[config.mk]
export PLATFORM = sky130hd
export DESIGN_NAME = amo_unit
export DESIGN_NICKNAME = d
export VERILOG_FILES = /design/src/rtl/amo_pkg.sv /design/src/rtl/amo_decode.sv /design/src/rtl/amo_alu.sv /design/src/rtl/amo_fsm.sv /design/src/rtl/amo_unit.sv
export SDC_FILE = /design/constraint.sdc
export NUM_CORES = 1
export LEC_CHECK = 0
export BUFFER_PORTS_ARGS = -buffer_cell sky130_fd_sc_hd__buf_2
export CORE_AREA = 2 2 209 211
export CTS_CLUSTER_SIZE = 40
export DETAILED_ROUTE_END_ITERATION = 8
export DIE_AREA = 0 0 211 213
export PLACE_DENSITY = 0.89
export RECOVER_POWER = 100
export SLEW_MARGIN = 0
export SYNTH_ARGS = -nofsm -noshare
export SYNTH_HDL_FRONTEND = slang
export SYNTH_HIERARCHICAL = 1
export SYNTH_SLANG_ARGS = --single-unit
[constraint.sdc]
create_clock -name clk -period 11.65 [get_ports clk]
set_clock_uncertainty 0.1 [all_clocks]
set_input_delay 1.7475 -clock clk [delete_from_list [all_inputs] [get_ports clk]]
set_output_delay 1.7475 -clock clk [all_outputs]
set_load 0.1 [all_outputs]
[src/rtl/amo_pkg.sv]
package amo_pkg;

  typedef enum logic [2:0] {
    OP_ADD,
    OP_OR,
    OP_AND,
    OP_XOR,
    OP_XCHG,
    OP_CMPX
  } amo_op_e;

  typedef enum logic [2:0] {
    ST_IDLE,
    ST_READ,
    ST_WAIT_RD,
    ST_COMPUTE,
    ST_WRITE,
    ST_WAIT_WR,
    ST_DONE
  } amo_state_e;

  localparam logic [1:0] SIZE_WORD  = 2'b00;
  localparam logic [1:0] SIZE_DWORD = 2'b11;

endpackage

[src/rtl/amo_decode.sv]
module amo_decode
  import amo_pkg::*;
#(
  parameter int IMM_W = 32
) (
  input  logic [IMM_W-1:0] imm,
  input  logic [1:0]       size,
  output amo_op_e          op,
  output logic             fetch,
  output logic             wide,
  output logic             legal
);

  logic imm_ok;
  logic size_ok;

  always_comb begin
    op     = OP_ADD;
    imm_ok = 1'b1;
    case (imm[7:0])
      8'h00, 8'h01: op = OP_ADD;
      8'h40, 8'h41: op = OP_OR;
      8'h50, 8'h51: op = OP_AND;
      8'hA0, 8'hA1: op = OP_XOR;
      8'hE1:        op = OP_XCHG;
      8'hF1:        op = OP_CMPX;
      default:      imm_ok = 1'b0;
    endcase
    if (imm[IMM_W-1:8] != '0) imm_ok = 1'b0;
  end

  assign size_ok = (size == SIZE_WORD) || (size == SIZE_DWORD);
  assign wide    = (size == SIZE_DWORD);
  assign fetch   = imm[0];
  assign legal   = imm_ok && size_ok;

endmodule

[src/rtl/amo_alu.sv]
module amo_alu
  import amo_pkg::*;
#(
  parameter int DATA_W = 64
) (
  input  amo_op_e           op,
  input  logic              wide,
  input  logic [DATA_W-1:0] old_val,
  input  logic [DATA_W-1:0] src_val,
  input  logic [DATA_W-1:0] cmp_val,
  output logic [DATA_W-1:0] new_val,
  output logic              cmp_hit
);

  localparam int HALF_W = DATA_W / 2;

  logic [DATA_W-1:0] old_m;
  logic [DATA_W-1:0] src_m;
  logic [DATA_W-1:0] raw;

  always_comb begin
    if (wide) begin
      old_m = old_val;
      src_m = src_val;
    end else begin
      old_m = {{HALF_W{1'b0}}, old_val[HALF_W-1:0]};
      src_m = {{HALF_W{1'b0}}, src_val[HALF_W-1:0]};
    end
  end

  always_comb begin
    case (op)
      OP_ADD:  raw = old_m + src_m;
      OP_OR:   raw = old_m | src_m;
      OP_AND:  raw = old_m & src_m;
      OP_XOR:  raw = old_m ^ src_m;
      default: raw = src_m;
    endcase
    new_val = wide ? raw : {{HALF_W{1'b0}}, raw[HALF_W-1:0]};
  end

  assign cmp_hit = wide ? (old_val == cmp_val)
                        : (old_val[HALF_W-1:0] == cmp_val[HALF_W-1:0]);

endmodule

[src/rtl/amo_fsm.sv]
module amo_fsm
  import amo_pkg::*;
(
  input  logic clk,
  input  logic rst_n,
  input  logic start,
  input  logic start_legal,
  input  logic skip_write,
  input  logic mem_ack,
  output logic idle,
  output logic mem_req,
  output logic mem_we,
  output logic mem_lock,
  output logic cap_old,
  output logic cap_new,
  output logic rsp_valid
);

  amo_state_e state_q;
  amo_state_e state_d;

  always_comb begin
    state_d = state_q;
    case (state_q)
      ST_IDLE:    if (start) state_d = start_legal ? ST_READ : ST_DONE;
      ST_READ:    state_d = ST_WAIT_RD;
      ST_WAIT_RD: if (mem_ack) state_d = ST_COMPUTE;
      ST_COMPUTE: state_d = skip_write ? ST_DONE : ST_WRITE;
      ST_WRITE:   state_d = ST_WAIT_WR;
      ST_WAIT_WR: if (mem_ack) state_d = ST_DONE;
      ST_DONE:    state_d = ST_IDLE;
      default:    state_d = ST_IDLE;
    endcase
  end

  always_ff @(posedge clk or negedge rst_n) begin
    if (!rst_n) state_q <= ST_IDLE;
    else        state_q <= state_d;
  end

  assign idle      = (state_q == ST_IDLE);
  assign mem_req   = (state_q == ST_READ) || (state_q == ST_WRITE);
  assign mem_we    = (state_q == ST_WRITE);
  assign mem_lock  = (state_q == ST_READ) || (state_q == ST_WAIT_RD) ||
                     (state_q == ST_COMPUTE) || (state_q == ST_WRITE) ||
                     (state_q == ST_WAIT_WR);
  assign cap_old   = (state_q == ST_WAIT_RD) && mem_ack;
  assign cap_new   = (state_q == ST_COMPUTE);
  assign rsp_valid = (state_q == ST_DONE);

  // requests are single-cycle pulses
  a_r11_req_pulse: assert property (@(posedge clk) disable iff (!rst_n)
    mem_req |=> !mem_req);

  // a request is only issued under the lock
  a_r10_lock_on_req: assert property (@(posedge clk) disable iff (!rst_n)
    mem_req |-> mem_lock);

  // the lock is held until the write acknowledge
  a_r10_hold_to_ack: assert property (@(posedge clk) disable iff (!rst_n)
    (mem_lock && mem_we) |=> mem_lock);

endmodule

[src/rtl/amo_unit.sv]
module amo_unit
  import amo_pkg::*;
#(
  parameter int DATA_W = 64,
  parameter int ADDR_W = 64,
  parameter int OFF_W  = 16,
  parameter int IMM_W  = 32
) (
  input  logic              clk,
  input  logic              rst_n,
  input  logic              req_valid,
  output logic              req_ready,
  input  logic [ADDR_W-1:0] req_base,
  input  logic [OFF_W-1:0]  req_offset,
  input  logic [1:0]        req_size,
  input  logic [IMM_W-1:0]  req_imm,
  input  logic [DATA_W-1:0] req_src,
  input  logic [DATA_W-1:0] req_r0,
  output logic              mem_req,
  output logic              mem_we,
  output logic              mem_wide,
  output logic              mem_lock,
  output logic [ADDR_W-1:0] mem_addr,
  output logic [DATA_W-1:0] mem_wdata,
  input  logic              mem_ack,
  input  logic [DATA_W-1:0] mem_rdata,
  output logic              rsp_valid,
  output logic              rsp_err,
  output logic              rsp_wr_src,
  output logic              rsp_wr_r0,
  output logic [DATA_W-1:0] rsp_data
);

  localparam int HALF_W = DATA_W / 2;
  localparam int EXT_W  = ADDR_W - OFF_W;

  amo_op_e dec_op;
  logic    dec_fetch;
  logic    dec_wide;
  logic    dec_legal;
  logic    start;
  logic    idle;
  logic    cap_old;
  logic    cap_new;
  logic    hit;
  logic    skip_write;
  logic [DATA_W-1:0] alu_new;
  logic [ADDR_W-1:0] ea;

  amo_op_e           op_q;
  logic              fetch_q;
  logic              wide_q;
  logic              err_q;
  logic [ADDR_W-1:0] addr_q;
  logic [DATA_W-1:0] src_q;
  logic [DATA_W-1:0] r0_q;
  logic [DATA_W-1:0] old_q;
  logic [DATA_W-1:0] new_q;

  amo_decode #(.IMM_W(IMM_W)) u_dec (
    .imm   (req_imm),
    .size  (req_size),
    .op    (dec_op),
    .fetch (dec_fetch),
    .wide  (dec_wide),
    .legal (dec_legal)
  );

  amo_alu #(.DATA_W(DATA_W)) u_alu (
    .op      (op_q),
    .wide    (wide_q),
    .old_val (old_q),
    .src_val (src_q),
    .cmp_val (r0_q),
    .new_val (alu_new),
    .cmp_hit (hit)
  );

  amo_fsm u_fsm (
    .clk         (clk),
    .rst_n       (rst_n),
    .start       (start),
    .start_legal (dec_legal),
    .skip_write  (skip_write),
    .mem_ack     (mem_ack),
    .idle        (idle),
    .mem_req     (mem_req),
    .mem_we      (mem_we),
    .mem_lock    (mem_lock),
    .cap_old     (cap_old),
    .cap_new     (cap_new),
    .rsp_valid   (rsp_valid)
  );

  assign start      = req_valid && idle;
  assign req_ready  = idle;
  assign ea         = req_base + {{EXT_W{req_offset[OFF_W-1]}}, req_offset};
  assign skip_write = (op_q == OP_CMPX) && !hit;

  // request capture, enabled on acceptance
  always_ff @(posedge clk or negedge rst_n) begin
    if (!rst_n) begin
      op_q    <= OP_ADD;
      fetch_q <= 1'b0;
      wide_q  <= 1'b0;
      err_q   <= 1'b0;
      addr_q  <= '0;
      src_q   <= '0;
      r0_q    <= '0;
    end else if (start) begin
      op_q    <= dec_op;
      fetch_q <= dec_fetch;
      wide_q  <= dec_wide;
      err_q   <= !dec_legal;
      addr_q  <= ea;
      src_q   <= req_src;
      r0_q    <= req_r0;
    end
  end

  // old value, enabled on read acknowledge; cleared on a rejected request
  always_ff @(posedge clk or negedge rst_n) begin
    if (!rst_n) begin
      old_q <= '0;
    end else if (start && !dec_legal) begin
      old_q <= '0;
    end else if (cap_old) begin
      old_q <= wide_q ? mem_rdata : {{HALF_W{1'b0}}, mem_rdata[HALF_W-1:0]};
    end
  end

  // new value, enabled in the compute cycle
  always_ff @(posedge clk or negedge rst_n) begin
    if (!rst_n)       new_q <= '0;
    else if (cap_new) new_q <= alu_new;
  end

  assign mem_addr   = addr_q;
  assign mem_wdata  = new_q;
  assign mem_wide   = wide_q;
  assign rsp_err    = rsp_valid && err_q;
  assign rsp_wr_src = rsp_valid && !err_q &&
                      ((op_q == OP_XCHG) || ((op_q != OP_CMPX) && fetch_q));
  assign rsp_wr_r0  = rsp_valid && !err_q && (op_q == OP_CMPX);
  assign rsp_data   = rsp_valid ? old_q : '0;

  // a rejected request never holds the port
  a_r9_err_no_lock: assert property (@(posedge clk) disable iff (!rst_n)
    (rsp_valid && rsp_err) |-> (!mem_lock && !mem_req));

  // 32-bit writes carry a zero upper half
  a_r8_word_wdata: assert property (@(posedge clk) disable iff (!rst_n)
    (mem_req && mem_we && !mem_wide) |-> (mem_wdata[DATA_W-1:HALF_W] == '0));

  // 32-bit responses are zero-extended
  a_r8_word_rsp: assert property (@(posedge clk) disable iff (!rst_n)
    (rsp_valid && !mem_wide) |-> (rsp_data[DATA_W-1:HALF_W] == '0));

  // address held for the whole locked sequence
  a_r2_addr_stable: assert property (@(posedge clk) disable iff (!rst_n)
    (mem_lock && $past(mem_lock)) |-> $stable(mem_addr));

  // at most one register destination per response
  a_r6_one_dest: assert property (@(posedge clk) disable iff (!rst_n)
    rsp_valid |-> $onehot0({rsp_wr_src, rsp_wr_r0, rsp_err}));

endmodule

### Word level (Yosys, flattened, before mapping)

Index checks and enable logic that the tools add are counted.

* output and inout port bits: 201
* bits of input ports: 310
* register bits after elaboration: 329

* $add $sub $neg: 2
* equal/unequal tests: 27
* reduce and logical (&&, ||, !) cells: 31
* muxes and demuxes: 18
* bitwise logic cells: 3

Operator list (number)
* two-way mux 64 bit: 7
* one-hot mux 64 bit (4 select lines): 1
* adder 64 bit: 2
* bitwise AND 64 bit: 1
* equality test 64 bit: 1
* OR 64 bit: 1
* XOR 64 bit: 1
* equality test 32 bit: 1
* equality test 8 x 7 -> 1 bit (second input constant): 4
* equality test 8 bit (second input constant): 4
* nonzero test 24 bit: 1
* one-hot mux 3 bit (6 select lines): 1
* equality test 3 bit (second input constant): 5
* one-hot mux 3 bit (5 select lines): 1
* equality test 3 x 2 -> 1 bit (second input constant): 4
* two-way mux 3 bit: 4
* logical AND 1 bit: 10
* OR reduction 10 bit: 1
* equality test 8 x 1 -> 1 bit (second input constant): 1
* logical NOT 8 bit: 1
* logical OR 1 bit: 7
* equality test 3 x 1 -> 1 bit (second input constant): 2
* logical NOT 3 bit: 2
* inequality test 2 bit (second input constant): 3
* other kinds (9): 15

### Depth between registers and ports, before layout

Gate-level depths: netlist of run 1.

* depth after elaboration: 8
* gate-level depth with buffers: 17
* gate-level depth less buffers: 14

### By module

The synthesis of run 1 kept the hierarchy.

By module, submodules not included
* amo_unit: cells each 1729, area each 16175.5 sq um, times used 1, seq. area each 8157.8 sq um
* amo_alu: cells each 1266, area each 8629.5 sq um, times used 1, seq. area each 0.0 sq um
* amo_fsm: cells each 32, area each 246.5 sq um, times used 1, seq. area each 75.1 sq um
* amo_decode: cells each 30, area each 188.9 sq um, times used 1, seq. area each 0.0 sq um

### Worst setup path after synthesis of run 1

No wires, ideal clock.

* kind: reg2out
* from: register u_fsm.state_q[1]
* to: output mem_lock
* slack: 5.771 ns
* path buffers: 1
* required time: 9.803 ns
* arrival: 4.031 ns
* cell stages (with the launch flop): 4
* path through: dfrtp_1 -> buf_2 -> nor3_1 -> a21oi_1

* cells in the longest elaborated chain, start to end: 5
* elaborated cells between the ends (all ways): 9
* those cells by class: eq/ne: 5; reduce/logical: 4

Ends and longest elaborated chain
* start, declared: line amo_fsm.sv:19 `amo_state_e state_q;`
* start signal, assigned: line amo_fsm.sv:38 `else state_q <= state_d;`
* equality test 3 x 1 -> 1 bit or equality test 3 x 2 -> 1 bit (tied branches): line amo_fsm.sv:44 `assign mem_lock = (state_q == ST_READ) || (state_q == ST_WAIT_RD) ||`
* logical OR 1 bit (2 in series): line amo_fsm.sv:44
* logical OR 1 bit: line amo_fsm.sv:45 `(state_q == ST_COMPUTE) || (state_q == ST_WRITE) ||`
* logical OR 1 bit (*): line amo_fsm.sv:45
* end, declared: line amo_unit.sv:22 `output logic mem_lock,`

Every way passes the cells marked *; elsewhere a longest branch is shown, timed or not.

### Final worst setup path of run 1

* from: input req_valid
* to: register r0_q[33]

* cells in the longest elaborated chain, start to end: 1

Ends and longest elaborated chain
* start, declared: line amo_unit.sv:11 `input logic req_valid,`
* logical AND 1 bit: line amo_unit.sv:95 `assign start = req_valid && idle;`
* end signal, assigned: line amo_unit.sv:117 `r0_q <= req_r0;`
* end, declared: line amo_unit.sv:56 `logic [DATA_W-1:0] r0_q;`

No other way between the ends.
A chain may end at the register's enable or synchronous reset.

==> impl_metrics.py, run 1 <==
metrics = {
    "layout": {
        "finalNetCount": 3958,
        "multi_input_area_um2": 15500,
        "nFillCells": 3562,
        "area_growth_syn_to_layout_pct": 14.2,
        "drive_gt1_share_pct": 14.8,
        "stdcell_count": 4042,
        "regArea_um2": 8240,
    },
    "timing": {
        "hold_viol_final": 0,
        "worst_pin_slew_ns": 5.24,
        "setup_viol_count_final": 0,
        "max_freq_mhz": 128,
        "drv_slew": 680,
        "finalWorstSetupSlack_ns": 3.84,
        "fin_crit_sh_pct": 67.0,
        "rsz0062_at_grt": "false",
        "maxSlewHeadroom_pct": -249,
        "fin_setup_tns_ns": 0,
        "fin_crit_ns": 7.81,
    },
    "die": {
        "die_area_um2": 44900,
        "die_w_um": 211,
        "io-pin-count": 511,
        "rows": 76,
        "core_um2": 42700,
        "die_h_um": 213,
        "start_util_pct": 59.1,
    },
    "run_status": {
        "violations": "capacitance limit, slew limit",
        "status": "complete, but fails checks",
    },
    "power_and_ir_drop": {
        "p_switching_w": 0.00425,
        "irDropWorstVdd_uv": 308,
        "seqPwrFrac_pct": 27.5,
        "power_frac_comb_pct": 56.1,
        "power_density_nw_per_um2": 270,
        "leakage_nw": 13.6,
        "swShare_pct": 54.5,
        "p_clk_share_pct": 16.5,
        "power.internal_w": 0.00355,
    },
    "logic_synthesis": {
        "synth_edf_count": 0,
        "synth_top_cell_by_area": "dfrtp_1",
        "syn_nets": 3561,
        "async_flop_share_pct": 100,
        "synth-seq-cells": 329,
        "synthCells": 3057,
        "yosys_most_used_dff": "dfrtp_1",
        "synth_cell_types": 100,
        "postSynthAreaPerCell_um2": 8.26,
        "synth-seq-area-share_pct": 32.6,
        "synth_top_cell_area_share_pct": 32.6,
        "syn_area_um2": 25200,
        "netlist_top_cells_area": "dfrtp_1 33%, ha_1 9.5%, nand2_1 9.4%, a21oi_1 4.3%, mux2i_1 3.6%",
        "ys.warnings.count": 6,
    },
    "critical_path": {
        "critPathMaxFanout": 84,
        "worst_path_max_delay_cell": "clkinvlp_2",
        "critPathKind": "in2reg",
        "critical_path_required_ns": 12.00,
        "cpMostUsedCell": "nand2_1",
        "crit_path_start_kind": "input port",
        "worst_setup_path_end_kind": "register",
        "worstPathCellList": "buf_2, nand2_1, clkinvlp_2, buf_4, nand2_1, nand2_1",
        "max_stage_delay_ns": 3.20,
        "ff2ff_path_depth": 6,
        "crit_arrival_ns": 8.16,
    },
    "cts": {
        "post_cts_resized": 0,
        "tritoncts": "yes",
        "cts.path.max_buffers": 3,
        "cts_hold_buf": 0,
        "cts_root_buf": "clkbuf_16",
        "cts_setup_buffers": 0,
        "clock_sinks": 329,
        "numCtsBuffers": 38,
        "clk_pin_slew_ns": 0.06,
        "insertion_delay_ns": 0.58,
        "htree_num_levels": 2,
    },
    "drt": {
        "drc": 0,
        "detail_route.first_pass.iterations": 6,
        "drtIter0Drc": 2592,
        "final_antenna_net_count": 0,
        "wirelength_um": 86500,
        "vias": 24800,
        "vias_per_cell": 6.13,
        "wl_per_cell_um": 21.4,
    },
    "placement": {
        "hpwl_um": 64600,
        "port_buffers": 510,
        "place_congestion": 1.01,
        "post-place-ws_ns": 6.40,
        "place_inst": 3960,
    },
    "global_routing": {
        "antenna_found_initial": 15,
        "grt_pass1_wl_um": 132000,
        "grt_overflow": 0,
        "grtUsageTotal_pct": 37.7,
        "grt_pass1_vias": 23900,
        "grt_max_degree": 171,
    },
    "worst_hold_path": {
        "min_path_cells": 2,
        "min_path_type": "reg2reg",
    },
    "job": {
        "drv_cap": 10,
    },
}
-- critical path, delay by kind of cell --
kind,cells,cell delay (ns)
buffers and inverters,3,4.49
AND/OR/NAND/NOR,3,1.79
-- area by class of cell --
type	instances	area share, %
sequential	329	28.6
tap	546	2.37
timing repair buffer	530	8.46
antenna	13	0.113
clock buffer	51	3.61
multi-input combinational	2379	53.6
clock inverter	18	0.950
inverter	176	2.30
-- registers in the layout, summed over array words and instances (netlist names) --
signal / count
err_q: 1
fetch_q: 1
mem_addr: 64
mem_wdata: 64
mem_wide: 1
old_q: 64
op_q: 3
r0_q: 64
src_q: 64
u_fsm/state_q: 3
-- synth_stat cells (12+ instances only) --
master and number:
a211oi_1 34, and2_1 116, mux2_2 69, o21ai_1 34
a22o_1 36, nand2b_1 12, o21a_1 23, xor2_1 71
nand3_1 29, inv_1 174, nor2_1 147, xnor2_1 99
a31oi_1 21, ha_1 192, clkbuf_1 135, nand2_1 630
nor2b_1 13, nor4_1 21, nor3_1 37, o22ai_1 29
nand4_1 53, a21o_1 43, o21ai_0 154, dfrtp_1 329
mux2i_1 91, a21oi_1 218, o21bai_1 28
-- kinds of logic (layout without fill, tap and decap cells) --
logic type,Yosys count,after routing,share of synthesized area [%]
other,0,13,0
flip-flops,329,329,32.6
multiplexers,166,166,7.25
adder cells (fa/ha/maj),194,194,9.68
AND/OR/NAND/NOR,1113,1113,19.9
buffers and inverters,349,775,5.93
AO/OA/AOI/OAI,736,736,18.7
XOR/XNOR,170,170,5.90
-- path summary, 6_finish.rpt --
path | from | end | slack, ns
min reg2reg | mem_addr[43]$_DFFE_PN0P_ | mem_addr[43]$_DFFE_PN0P_ | 0.37
min in group asynchronous | rst_n | src_q[23]$_DFFE_PN0P_ | 2.98
min | mem_addr[43]$_DFFE_PN0P_ | mem_addr[43]$_DFFE_PN0P_ | 0.37
max reg2reg | u_fsm/state_q[1]$_DFFE_PN0P_ | r0_q[33]$_DFFE_PN0P_ | 4.41
max in group asynchronous | rst_n | mem_addr[40]$_DFFE_PN0P_ | 5.28
max | req_valid | r0_q[33]$_DFFE_PN0P_ | 3.84
-- cell usage in the layout (no fill, tap or decap), types with 23 or more instances in the layout --
master and instances:
o21ai_0 166, nand2_1 630, xnor2_1 99, mux2_2 67
and2_1 114, o21a_1 23, a211oi_1 34, clkbuf_16 38
nand4_1 53, o21ai_1 23, a21o_1 43, dfrtp_1 326
o21bai_1 28, xor2_1 71, a21oi_1 219, nor3_1 37
nor2_1 142, buf_2 310, a22o_1 36, mux2i_1 91
inv_1 174, nand3_1 29, ha_1 192, clkbuf_1 216
o22ai_1 29
-- through the flow --
stage | utilization, % | total power [W] | instance area [um^2] | hold WS, ns
2_1_floorplan | - | 0.00544 | 25200 | 0.338
3_3_place_gp | 65.2 | 0.00634 | 27900 | 0.347
3_5_place_dp | 65.2 | 0.00646 | 27900 | 0.352
4_1_cts | 68.3 | 0.00777 | 29200 | 0.366
5_1_grt | 67.5 | 0.00820 | 28800 | 0.385
6_report | 67.5 | 0.00780 | 28800 | 0.366
-- per-layer routing --
metal  up-vias  GRT usage [%]  share of wire (%)
li1      11400              -                  -
met1     11800           48.9                 39
met2      1380           59.7                 45
met3       300           8.59                 10
met4         6           18.5                5.1
met5         -              0              0.050
-- power groups by stage --
stage | sequential, W | clock [W] | combinational, W
after detailed placement | 0.00211 | 0 | 0.00434
after global routing | 0.00218 | 0.00134 | 0.00468
after CTS | 0.00211 | 0.00129 | 0.00437
after floorplan | 0.00318 | 0 | 0.00226
final | 0.00214 | 0.00129 | 0.00437
after global placement | 0.00210 | 0 | 0.00424
Power figures use the tool's default switching activity.
==> inputs of run 2 (changes only) <==
--- a/config.mk
+++ b/config.mk
@@ -5,12 +5,13 @@
 export SDC_FILE = /design/constraint.sdc
 export NUM_CORES = 1
 export LEC_CHECK = 0
+export ABC_AREA = 1
 export BUFFER_PORTS_ARGS = -buffer_cell sky130_fd_sc_hd__buf_2
-export CORE_AREA = 2 2 209 211
+export CORE_AREA = 2 2 229 231
 export CTS_CLUSTER_SIZE = 40
 export DETAILED_ROUTE_END_ITERATION = 8
-export DIE_AREA = 0 0 211 213
-export PLACE_DENSITY = 0.89
+export DIE_AREA = 0 0 231 233
+export PLACE_DENSITY = 0.86
 export RECOVER_POWER = 100
 export SLEW_MARGIN = 0
 export SYNTH_ARGS = -nofsm -noshare
==> constraint.sdc (replaced) <==
create_clock -name clk -period 8 [get_ports clk]
set_clock_uncertainty 0.1 [all_clocks]
set_input_delay 1.2 -clock clk [delete_from_list [all_inputs] [get_ports clk]]
set_output_delay 1.2 -clock clk [all_outputs]
set_load 0.1 [all_outputs]
==> impl_metrics.py, run 2 <==
metrics = {
    "placement": {
        "hpwl_um": 87400,
        "port_buffers": 510,
        "place_congestion": 1.05,
        "post-place-ws_ns": 3.92,
    },
    "layout": {
        "final_util_pct": 65.7,
        "nFillCells": 4946,
        "area_growth_syn_to_layout_pct": 13.5,
        "n_antenna_cell": 0,
        "finalNetCount": 5722,
        "drive_gt1_share_pct": 11.7,
        "final_cell_mix": "1,877 x nand2_1, 979 x inv_1, 327 x dfrtp_1",
        "final_common_cell": "nand2_1",
    },
    "timing": {
        "fin_setup_tns_ns": 0,
        "fin_crit_sh_pct": 65.6,
        "drv_slew": 383,
        "fin_crit_ns": 5.25,
        "hold_viol_final": 0,
        "maxSlewHeadroom_pct": -156,
        "max_freq_mhz": 191,
        "whs_ns": 0.381,
        "setup_viol_count_final": 0,
        "finalWorstSetupSlack_ns": 2.75,
        "rsz0062_at_grt": "false",
        "worst_pin_slew_ns": 3.85,
    },
    "die": {
        "die_h_um": 233,
        "io-pin-count": 511,
        "die_area_um2": 53800,
        "die_w_um": 231,
        "core_um2": 51100,
        "start_util_pct": 57.9,
        "rows": 83,
    },
    "logic_synthesis": {
        "async_flop_share_pct": 100,
        "yosys_most_used_dff": "dfrtp_1",
        "synth_top_cell_by_area": "dfrtp_1",
        "synth-seq-cells": 329,
        "synth-seq-area-share_pct": 27.8,
        "postSynthAreaPerCell_um2": 6.19,
        "syn_area_um2": 29600,
        "synth_top_cells_by_count": "1,867 x nand2_1, 981 x inv_1, 329 x dfrtp_1",
        "synthCells": 4774,
        "ys.warnings.count": 6,
        "synth_edf_count": 0,
        "netlist_top_cells_area": "dfrtp_1 28%, nand2_1 24%, inv_1 12%, ha_1 8.1%, nand3_1 3.7%",
        "syn_nets": 5278,
        "synth_top_cell_area_share_pct": 27.8,
        "yosysMostFrequentCell": "nand2_1",
        "synth_cell_types": 50,
    },
    "global_routing": {
        "grtUsageTotal_pct": 40.7,
        "grt_pass1_wl_um": 169000,
        "grt_pass1_vias": 30400,
        "grt_overflow": 0,
        "antenna_found_initial": 7,
        "grt_max_degree": 144,
    },
    "drt": {
        "drtIter0Drc": 3097,
        "vias_per_cell": 5.44,
        "met1_length_um": 44400,
        "drc": 0,
        "topRoutingLayerUsed": "met5",
        "wl_met2_um": 50200,
        "vias": 32200,
        "final_antenna_net_count": 0,
        "wl_per_cell_um": 18.8,
        "wirelength_um": 111000,
        "detail_route.first_pass.iterations": 6,
        "wl_met3_um": 10600,
    },
    "critical_path": {
        "worstPathCellList": "buf_4, nor2_1, nand2_2, clkbuf_1, o2111ai_1, mux2_2",
        "r2r-start": "op_q[2]$_DFFE_PN0P_",
        "critPathMaxFanout": 64,
        "rrSetupSlack_ns": 2.75,
        "cp_top_family": "buffers and inverters",
        "critPathKind": "reg2reg",
        "worst_path_max_delay_cell": "clkbuf_1",
        "critical_path_required_ns": 8.35,
        "reg2reg_to": "mem_wdata[22]$_DFFE_PN0P_",
        "max_stage_delay_ns": 2.53,
        "worst_setup_path_end_kind": "register",
        "crit_arrival_ns": 5.59,
        "ff2ff_path_depth": 6,
        "crit_path_start_kind": "register",
        "worst-path-buf-inv": 2,
    },
    "worst_hold_path": {
        "min_path_cells": 2,
        "min_from": "mem_addr[0]$_DFFE_PN0P_",
        "hold_end": "mem_addr[0]$_DFFE_PN0P_",
        "min_path_type": "reg2reg",
    },
    "power_and_ir_drop": {
        "leakage_nw": 20.1,
        "power_frac_comb_pct": 57.9,
        "seqPwrFrac_pct": 26.5,
        "irDropWorstVdd_uv": 407,
        "p_switching_w": 0.00665,
        "p_clk_share_pct": 15.5,
        "swShare_pct": 57.5,
        "power.internal_w": 0.00492,
        "total_power_w": 0.0116,
        "power_density_nw_per_um2": 345,
    },
    "cts": {
        "cts_root_buf": "clkbuf_16",
        "post_cts_resized": 0,
        "tritoncts": "yes",
        "htree_num_levels": 2,
        "numCtsBuffers": 37,
        "cts_hold_buf": 0,
        "clock_sinks": 329,
        "cts.path.max_buffers": 3,
        "clk_pin_slew_ns": 0.06,
        "cts_setup_buffers": 0,
        "insertion_delay_ns": 0.57,
    },
    "run_status": {
        "violations": "capacitance limit, slew limit",
        "status": "complete, but fails checks",
    },
    "job": {
        "drv_cap": 6,
    },
}
run 2: cell count changes in the layout (fill, tap and decap cells not counted), moves of 37 or more:
cell,delta
a21o_1,-41
a21oi_1,-96
and2_1,-113
inv_1,+805
mux2i_1,-91
nand2_1,+1247
nand3_1,+190
nor2_1,+102
nor2_2,+37
xnor2_1,-45
xor2_1,-47
run 2: cell type report:
| cell class | count | area, um^2 | share of cell area (%) |
|---|---|---|---|
| inverters | 1003 | 3770 | 11.2 |
| clock inverters | 20 | 248 | 0.739 |
| multi-input cells | 3320 | 17000 | 50.7 |
| repair buffers | 527 | 2430 | 7.25 |
| clock buffers | 44 | 1000 | 2.99 |
| well taps | 680 | 851 | 2.54 |
| flip-flops and latches | 329 | 8240 | 24.6 |
run 2: power by group through the flow:
stage | sequential, W | combinational (W) | clock, W
floorplan | 0.00471 | 0.00326 | 0
global placement | 0.00301 | 0.00655 | 0
detailed placement | 0.00303 | 0.00667 | 0
CTS | 0.00302 | 0.00670 | 0.00182
global route | 0.00312 | 0.00716 | 0.00187
finish | 0.00307 | 0.00670 | 0.00180
run 2: worst reg2reg max path, delay by kind of cell (launching register included):
family,cells,cell delay [ns]
buf+inv,2,3.12
compound gates,1,0.77
mux,1,0.52
flops,1,0.35
simple gates,2,0.27
run 2: routing by layer:
layer  vias to the layer above  global-route usage, %
met5                         -                      0
met2                      1615                   66.0
met3                       327                   7.23
li1                      15400                      -
met1                     14800                   52.5
met4                        12                   20.2
run 2: through the flow:
step | cell area, um^2 | cells
CTS | 33900 | 5923
global placement | 32600 | 5859
floorplan | 29600 | 4774
global route | 33500 | 5923
detailed placement | 32600 | 5859
finish | 33500 | 5923
run 2: worst max-delay path by stage:
| stage | from | cells after the start | to |
|---|---|---|---|
| final | op_q[2]$_DFFE_PN0P_ | 6 | mem_wdata[22]$_DFFE_PN0P_ |
| after global routing | req_size[0] | 11 | old_q[47]$_DFFE_PN0P_ |
| after CTS | u_fsm/state_q[1]$_DFFE_PN0P_ | 6 | rsp_wr_src |
| after detailed placement | req_offset[15] | 14 | mem_addr[35]$_DFFE_PN0P_ |
| after global placement | req_offset[15] | 14 | mem_addr[35]$_DFFE_PN0P_ |
| after floorplan | u_fsm/state_q[1]$_DFFE_PN0P_ | 6 | rsp_wr_src |
run 2: cell families (layout without fill, tap and decap cells):
logic type / Yosys count / in the layout / synth area share [%]
and+or+nand+nor: 2551 / 2551 / 36.0
muxes: 64 / 64 / 2.44
adders and majority gates: 194 / 194 / 8.26
xor gates and xnor gates: 78 / 78 / 2.31
AOI/OAI and AO/OA: 433 / 433 / 8.65
buffers and inverters: 1125 / 1594 / 14.5
DFF: 329 / 329 / 27.8
